===== src/rtl/ld_pkg.sv =====
package ld_pkg;
  localparam int CODE_W = 4;
  localparam int CH_W   = 4;
  localparam int RGB_W  = 3 * CH_W;

  typedef logic [CODE_W-1:0] code_t;
  typedef logic [RGB_W-1:0]  rgb_t;

  // Fixed 16-entry colour map: 0 is black, 15 is white.
  function automatic rgb_t palette(code_t c);
    rgb_t r;
    case (c)
      4'd0:  r = 12'h000;
      4'd1:  r = 12'h823;
      4'd2:  r = 12'h52A;
      4'd3:  r = 12'hD4E;
      4'd4:  r = 12'h075;
      4'd5:  r = 12'h777;
      4'd6:  r = 12'h29F;
      4'd7:  r = 12'hAAF;
      4'd8:  r = 12'h550;
      4'd9:  r = 12'hF60;
      4'd10: r = 12'h888;
      4'd11: r = 12'hFAB;
      4'd12: r = 12'h1D1;
      4'd13: r = 12'hDD2;
      4'd14: r = 12'h4FA;
      default: r = 12'hFFF;
    endcase
    return r;
  endfunction
endpackage


===== src/rtl/ld_capture.sv =====
module ld_capture
  import ld_pkg::*;
#(
  parameter int LINE_PIX = 912,
  parameter int AW       = 8
) (
  input  logic          clk,
  input  logic          rst_n,
  input  logic          in_valid,
  input  logic          in_pix,
  input  logic          in_hsync,
  input  logic          in_vsync,
  output logic          wr_en,
  output logic          wr_bank,
  output logic [AW-1:0] wr_addr,
  output code_t         wr_code,
  output logic          start,
  output logic          start_bank,
  output logic          start_vs,
  output logic          start_ok
);
  localparam int CW = $clog2(LINE_PIX + 1);

  logic          hs_q;
  logic          wsel;
  logic          seen;
  logic          vs_line;
  logic [CW-1:0] wcnt;
  logic [2:0]    sh;

  logic          fall;
  logic [CW-1:0] idx;
  logic          take;

  // Line boundary: sync seen low after being high.
  assign fall = hs_q & ~in_hsync;
  assign idx  = fall ? '0 : wcnt;
  assign take = in_valid && (idx < CW'(LINE_PIX));

  assign wr_bank = fall ? ~wsel : wsel;
  assign wr_en   = take && (idx[1:0] == 2'b11);
  assign wr_addr = AW'(idx >> 2);
  assign wr_code = {sh, in_pix};

  // The finished line lives in the bank being left.
  assign start      = fall;
  assign start_bank = wsel;
  assign start_vs   = vs_line;
  assign start_ok   = seen;

  always_ff @(posedge clk) begin
    if (!rst_n) begin
      hs_q    <= 1'b0;
      wsel    <= 1'b0;
      seen    <= 1'b0;
      vs_line <= 1'b0;
      wcnt    <= '0;
      sh      <= '0;
    end else begin
      hs_q <= in_hsync;
      if (fall) begin
        wsel    <= ~wsel;
        seen    <= 1'b1;
        vs_line <= in_vsync;
      end
      if (take) begin
        sh   <= {sh[1:0], in_pix};
        wcnt <= idx + CW'(1);
      end else begin
        wcnt <= idx;
      end
    end
  end
endmodule


===== src/rtl/ld_linebuf.sv =====
module ld_linebuf
  import ld_pkg::*;
#(
  parameter int GROUPS = 228,
  parameter int AW     = 8
) (
  input  logic          clk,
  input  logic          wr_en,
  input  logic          wr_bank,
  input  logic [AW-1:0] wr_addr,
  input  code_t         wr_code,
  input  logic          rd_bank,
  input  logic [AW-1:0] rd_addr,
  output code_t         rd_data
);
  code_t q [2];

  for (genvar b = 0; b < 2; b++) begin : g_bank
    code_t arr [GROUPS];
    always_ff @(posedge clk) begin
      if (wr_en && (wr_bank == 1'(b))) arr[wr_addr] <= wr_code;
    end
    assign q[b] = arr[rd_addr];
  end

  always_ff @(posedge clk) rd_data <= q[rd_bank];
endmodule


===== src/rtl/ld_scan.sv =====
module ld_scan
  import ld_pkg::*;
#(
  parameter int LINE_PIX = 912,
  parameter int HS_OUT   = 64,
  parameter int AW       = 8
) (
  input  logic          clk,
  input  logic          rst_n,
  input  logic          start,
  input  logic          start_bank,
  input  logic          start_vs,
  input  logic          start_ok,
  output logic          rd_bank,
  output logic [AW-1:0] rd_addr,
  input  code_t         rd_data,
  output logic          out_valid,
  output rgb_t          out_rgb,
  output logic          out_hsync,
  output logic          out_vsync
);
  localparam int XW = $clog2(LINE_PIX);

  logic          run;
  logic          bank;
  logic          vs;
  logic          pass;
  logic [XW-1:0] rx;
  logic          s1_valid, s1_hs, s1_vs;

  assign rd_bank = bank;
  assign rd_addr = AW'(rx >> 2);

  always_ff @(posedge clk) begin
    if (!rst_n) begin
      run  <= 1'b0;
      bank <= 1'b0;
      vs   <= 1'b0;
      pass <= 1'b0;
      rx   <= '0;
    end else if (start && start_ok) begin
      run  <= 1'b1;
      bank <= start_bank;
      vs   <= start_vs;
      pass <= 1'b0;
      rx   <= '0;
    end else if (run) begin
      if (rx == XW'(LINE_PIX - 1)) begin
        rx   <= '0;
        pass <= 1'b1;
        if (pass) run <= 1'b0;
      end else begin
        rx <= rx + XW'(1);
      end
    end
  end

  // Two stages: buffer read, then palette and blanking.
  always_ff @(posedge clk) begin
    if (!rst_n) begin
      s1_valid  <= 1'b0;
      s1_hs     <= 1'b0;
      s1_vs     <= 1'b0;
      out_valid <= 1'b0;
      out_hsync <= 1'b0;
      out_vsync <= 1'b0;
      out_rgb   <= '0;
    end else begin
      s1_valid  <= run;
      s1_hs     <= run && (rx < XW'(HS_OUT));
      s1_vs     <= run && vs;
      out_valid <= s1_valid;
      out_hsync <= s1_hs;
      out_vsync <= s1_vs;
      out_rgb   <= (s1_valid && !s1_hs) ? palette(rd_data) : '0;
    end
  end
endmodule


===== src/rtl/line_doubler.sv =====
module line_doubler
  import ld_pkg::*;
#(
  parameter int LINE_PIX = 912,
  parameter int HS_OUT   = 64
) (
  input  logic        clk,
  input  logic        rst_n,
  input  logic        in_valid,
  input  logic        in_pix,
  input  logic        in_hsync,
  input  logic        in_vsync,
  output logic        out_valid,
  output logic [11:0] out_rgb,
  output logic        out_hsync,
  output logic        out_vsync
);
  localparam int GROUPS = LINE_PIX / CODE_W;
  localparam int AW     = $clog2(GROUPS);

  logic          wr_en, wr_bank;
  logic [AW-1:0] wr_addr, rd_addr;
  code_t         wr_code, rd_data;
  logic          start, start_bank, start_vs, start_ok;
  logic          rd_bank;

  ld_capture #(.LINE_PIX(LINE_PIX), .AW(AW)) u_cap (
    .clk(clk), .rst_n(rst_n),
    .in_valid(in_valid), .in_pix(in_pix),
    .in_hsync(in_hsync), .in_vsync(in_vsync),
    .wr_en(wr_en), .wr_bank(wr_bank), .wr_addr(wr_addr), .wr_code(wr_code),
    .start(start), .start_bank(start_bank), .start_vs(start_vs),
    .start_ok(start_ok)
  );

  ld_linebuf #(.GROUPS(GROUPS), .AW(AW)) u_buf (
    .clk(clk),
    .wr_en(wr_en), .wr_bank(wr_bank), .wr_addr(wr_addr), .wr_code(wr_code),
    .rd_bank(rd_bank), .rd_addr(rd_addr), .rd_data(rd_data)
  );

  ld_scan #(.LINE_PIX(LINE_PIX), .HS_OUT(HS_OUT), .AW(AW)) u_scan (
    .clk(clk), .rst_n(rst_n),
    .start(start), .start_bank(start_bank), .start_vs(start_vs),
    .start_ok(start_ok),
    .rd_bank(rd_bank), .rd_addr(rd_addr), .rd_data(rd_data),
    .out_valid(out_valid), .out_rgb(out_rgb),
    .out_hsync(out_hsync), .out_vsync(out_vsync)
  );
endmodule


===== config.mk =====
export PLATFORM = sky130hd
export DESIGN_NAME = line_doubler
export DESIGN_NICKNAME = d
export VERILOG_FILES = /design/src/rtl/ld_pkg.sv /design/src/rtl/ld_capture.sv /design/src/rtl/ld_linebuf.sv /design/src/rtl/ld_scan.sv /design/src/rtl/line_doubler.sv
export SDC_FILE = /design/constraint.sdc
export NUM_CORES = 2
export LEC_CHECK = 0
export ABC_AREA = 0
export ABC_CLOCK_PERIOD_IN_PS = 10400
export BUFFER_PORTS_ARGS = -buffer_cell sky130_fd_sc_hd__buf_2
export CAP_MARGIN = 40
export CORE_MARGIN = 3
export CORE_UTILIZATION = 30
export CTS_BUF_LIST = sky130_fd_sc_hd__clkbuf_4
export CTS_CLUSTER_DIAMETER = 200
export DETAILED_ROUTE_END_ITERATION = 12
export HOLD_SLACK_MARGIN = 0.03
export SYNTH_ARGS = -nofsm -noshare
export SYNTH_HDL_FRONTEND = slang
export SYNTH_SLANG_ARGS = --single-unit

===== constraint.sdc =====
create_clock -name clk -period 10.4 [get_ports clk]
set_clock_uncertainty 0.2 [all_clocks]
set_input_delay 0 -clock clk [delete_from_list [all_inputs] [get_ports clk]]
set_output_delay 0 -clock clk [all_outputs]
set_load 0.005 [all_outputs]

==> impl_metrics.env <==
export IMPL_routed_wl_microns=200800
export IMPL_finalHoldViolCount=0
export IMPL_n_fill_cell=23270
export IMPL_syn_num_nets=3846
export IMPL_io_pins=21
export IMPL_slew_headroom_pct=25.52
export IMPL_drive_gt1_share_pct=29.62
export IMPL_reg2reg_slack_ps=5430
export IMPL_row_count=182
export IMPL_synth_simple_area_share_pct=4.571
export IMPL_grt_use_total_pct=15.45
export IMPL_synthTopCellsByArea="edfxtp_1 73%, mux4_2 13%, nor2_1 2.6%"
export IMPL_syn_to_final_growth_pct=13.85
export IMPL_ys_seq_elements=1885
export IMPL_synth_cells=3833
export IMPL_post_synth_num_cell_types=71
export IMPL_synth_ff_type="edfxtp_1"
export IMPL_grt_pass1_wl_microns=290900
export IMPL_worst_path_max_fanout=47
export IMPL_multiInputGateArea_sq_mm=0.01721
export IMPL_syn_area_per_cell_sq_um=19.45
export IMPL_yosysTopAreaCellShare_pct=73.49
export IMPL_clock_power_share_pct=42.1
export IMPL_place_congestion=0.8334
export IMPL_hold_class="in -> reg"
export IMPL_slew_violations=0
export IMPL_fin_crit_sh_pct=47.83
export IMPL_drt_iter0_markers=4410
export IMPL_wl_per_cell_microns=25.50
export IMPL_drt_pass1_iterations=5
export IMPL_vdd_ir_drop_worst_uv=101.1
export IMPL_synth_compound_area_share_pct=2.767
export IMPL_place_area_sq_mm=0.07870
export IMPL_combPwrFrac_pct=0.8
export IMPL_p_leak_uw=0.02570
export IMPL_swShare_pct=20.86
export IMPL_synth_mux_area_share_pct=15.32
export IMPL_via_per_inst=5.115
export IMPL_antenna_found_initial=5
export IMPL_rsz0062_at_grt="false"
export IMPL_ys_seq_area_share_pct=75.13
export IMPL_status="finished, final reports clean"
export IMPL_design_area_sq_mm=0.08486
export IMPL_die_x_microns=504.4
export IMPL_max_freq_mhz=201.0
export IMPL_setup_viol=0
export IMPL_power_density_mw_per_mm2=171.4
export IMPL_layout_common_cells="1824 x edfxtp_1, 705 x clkbuf_4, 520 x nor2_1"
export IMPL_cp_start_kind="flip-flop"
export IMPL_core_sq_mm=0.2466
export IMPL_reg2reg_to="u_buf.rd_data[1]$_DFF_P_"
export IMPL_start_util_pct=30.22
export IMPL_vias=40290
export IMPL_synth_xor_area_share_pct=0.1528
export IMPL_hpwlAfterDp_microns=120600
export IMPL_grt_max_degree=237
export IMPL_drc=0
export IMPL_synth_top_area_cell="edfxtp_1"
export IMPL_synth_fa_ha_area_share_pct=0.1175
export IMPL_finalCriticalPeriod_ps=4974
export IMPL_tightest_slew_ps=1117
export IMPL_synth_enable_flop_cells=1824
export IMPL_critPathArrivalTime_ps=5970
export IMPL_synth_top_family_by_area="multiplexers"
export IMPL_path_class="reg -> reg"
export IMPL_power_uw=14550
export IMPL_yosysWarnings=0
export IMPL_insertion_delay_ps=1430
export IMPL_final_common_cell="edfxtp_1"
export IMPL_synthArstFlopShare_pct=0
export IMPL_clk_pin_slew_ps=70
export IMPL_syn_area_sq_mm=0.07453
export IMPL_cell_internal_pwr_uw=11510
export IMPL_cts_resized=0
export IMPL_grt_pass1_vias=40980
export IMPL_hold_end="u_scan.rd_bank$_SDFFE_PN0P_"
export IMPL_finalSetupTns_ps=0
export IMPL_cts_made_buffers=481
export IMPL_hold_path_cell_count=7
export IMPL_power_switching_uw=3034
export IMPL_regArea_sq_mm=0.05603
export IMPL_cts_sinks=1885
export IMPL_seq_power_share_pct=57.0
export IMPL_ant_nets=0
export IMPL_num_nets_final=4227
export IMPL_die_h_microns=504.4
export IMPL_hp_start="in_hsync"
export IMPL_overflow=0
export IMPL_worst_setup_path_end_kind="flip-flop"
export IMPL_cts_max_level=5
export IMPL_required_ps=11390
export IMPL_cap_violations=0
export IMPL_root_buffer="clkbuf_4"
export IMPL_post_cts_buffers=0
export IMPL_final_core_util_pct=34.41
export IMPL_portBuffers=20
export IMPL_die_area_sq_mm=0.2545
export IMPL_clock_path_buffers=4
export IMPL_reg2regPathDepth=8
export IMPL_cts_tree="done"
-- kinds of logic (layout without fill, tap and decap cells) --
kind of cell	count (synthesis)	in the layout
xor+xnor	13	13
compound gates	284	284
mux	574	574
buf+inv	254	975
other cells	0	11
fa+ha+maj	7	7
flops	1885	1885
simple gates	816	816
-- layer usage --
metal  share of wire, %  global-route usage [%]  wire length [microns]
met1                 41                   21.00                  82280
met2                 47                   23.96                  93840
met3                9.1                   3.853                  18230
met4                3.2                   5.738                   6457
met5             0.0045                       0                      9
-- power groups by stage --
stage	combinational, uW	sequential [uW]	clock (uW)
after floorplan	11.9	8510	0
after global placement	93.8	8470	0
after detailed placement	114	8460	0
after CTS	123	8290	6270
after global routing	132	8290	6680
final	121	8290	6130
-- worst max-delay path by stage --
stage | from | to | cells past startpoint
after floorplan | u_cap.sh[0]$_SDFFE_PN0N_ | u_buf.g_bank[0].arr[0][1]$_DFFE_PP_ | 0
after global placement | flip-flop | u_buf.rd_data[1]$_DFF_P_ | 8
after detailed placement | flip-flop | u_buf.rd_data[1]$_DFF_P_ | 8
after CTS | flip-flop | u_buf.rd_data[1]$_DFF_P_ | 8
after global routing | flip-flop | u_buf.rd_data[1]$_DFF_P_ | 8
final | flip-flop | u_buf.rd_data[1]$_DFF_P_ | 8
-- timing repair --
| item | 4_1_cts | 5_1_grt |
|---|---|---|
| setup endpoints to repair | 0 | 0 |
| endpoints found under the hold margin | 1696 | 0 |
| hold buffers | 18 | 0 |
-- state kept, by name, summed over array words and instances, names as in the netlist, 3 cells and up, named ones only --
register and flops:
u_buf.rd_data 4, u_cap.sh 3, u_scan.out_rgb 12, u_buf.g_bank.arr 1824, u_cap.wcnt 10, u_scan.rx 10
-- synthesized netlist by cell type, types with 6 or more instances --
library cell / number
nand3_1: 40
and2_1: 19
a22oi_1: 51
a221oi_1: 19
mux2i_1: 119
nand4_1: 9
a211oi_1: 7
a31oi_1: 15
nor3_1: 15
ha_1: 7
a22o_1: 10
mux4_2: 433
o221ai_1: 35
buf_8: 14
a2111oi_0: 9
and3_1: 10
o21ai_0: 24
mux4_1: 15
nand2_1: 135
nor4_1: 9
dfxtp_1: 61
nor2_1: 522
mux2_2: 7
buf_2: 48
buf_6: 24
xor2_1: 11
edfxtp_1: 1824
o22ai_1: 22
nand2b_1: 13
nor2b_1: 26
buf_1: 13
clkbuf_1: 129
a21oi_1: 41
a311oi_1: 6
inv_1: 8
buf_4: 14
-- area by class of cell --
class,instances,area share [%]
flip-flops and latches,1885,66.02
well taps,3312,4.884
clock inverters,118,0.7151
diodes,11,0.03244
clock buffers,705,6.237
multi-input cells,1694,20.28
repair buffers,143,1.787
inverters,9,0.04276
-- critical path, stage by stage, from the launching register on --
cell and delay [ps]:
dfxtp_4 640, buf_4 760, buf_4 700, mux4_2 420, a22o_1 280, a221oi_1 630
o22ai_1 220, nor3_1 720, o32ai_1 160
-- metrics by stage --
stage,hold WS [ps],cells,worst slack [ps]
after floorplan,-101.1,3833,2984
after global placement,76.15,6999,5379
after detailed placement,73.29,7024,5448
after CTS,77.96,7865,5419
after global routing,177.7,7875,5212
final,198.8,7877,5426
No activity file was read; power rests on OpenSTA's default activity.
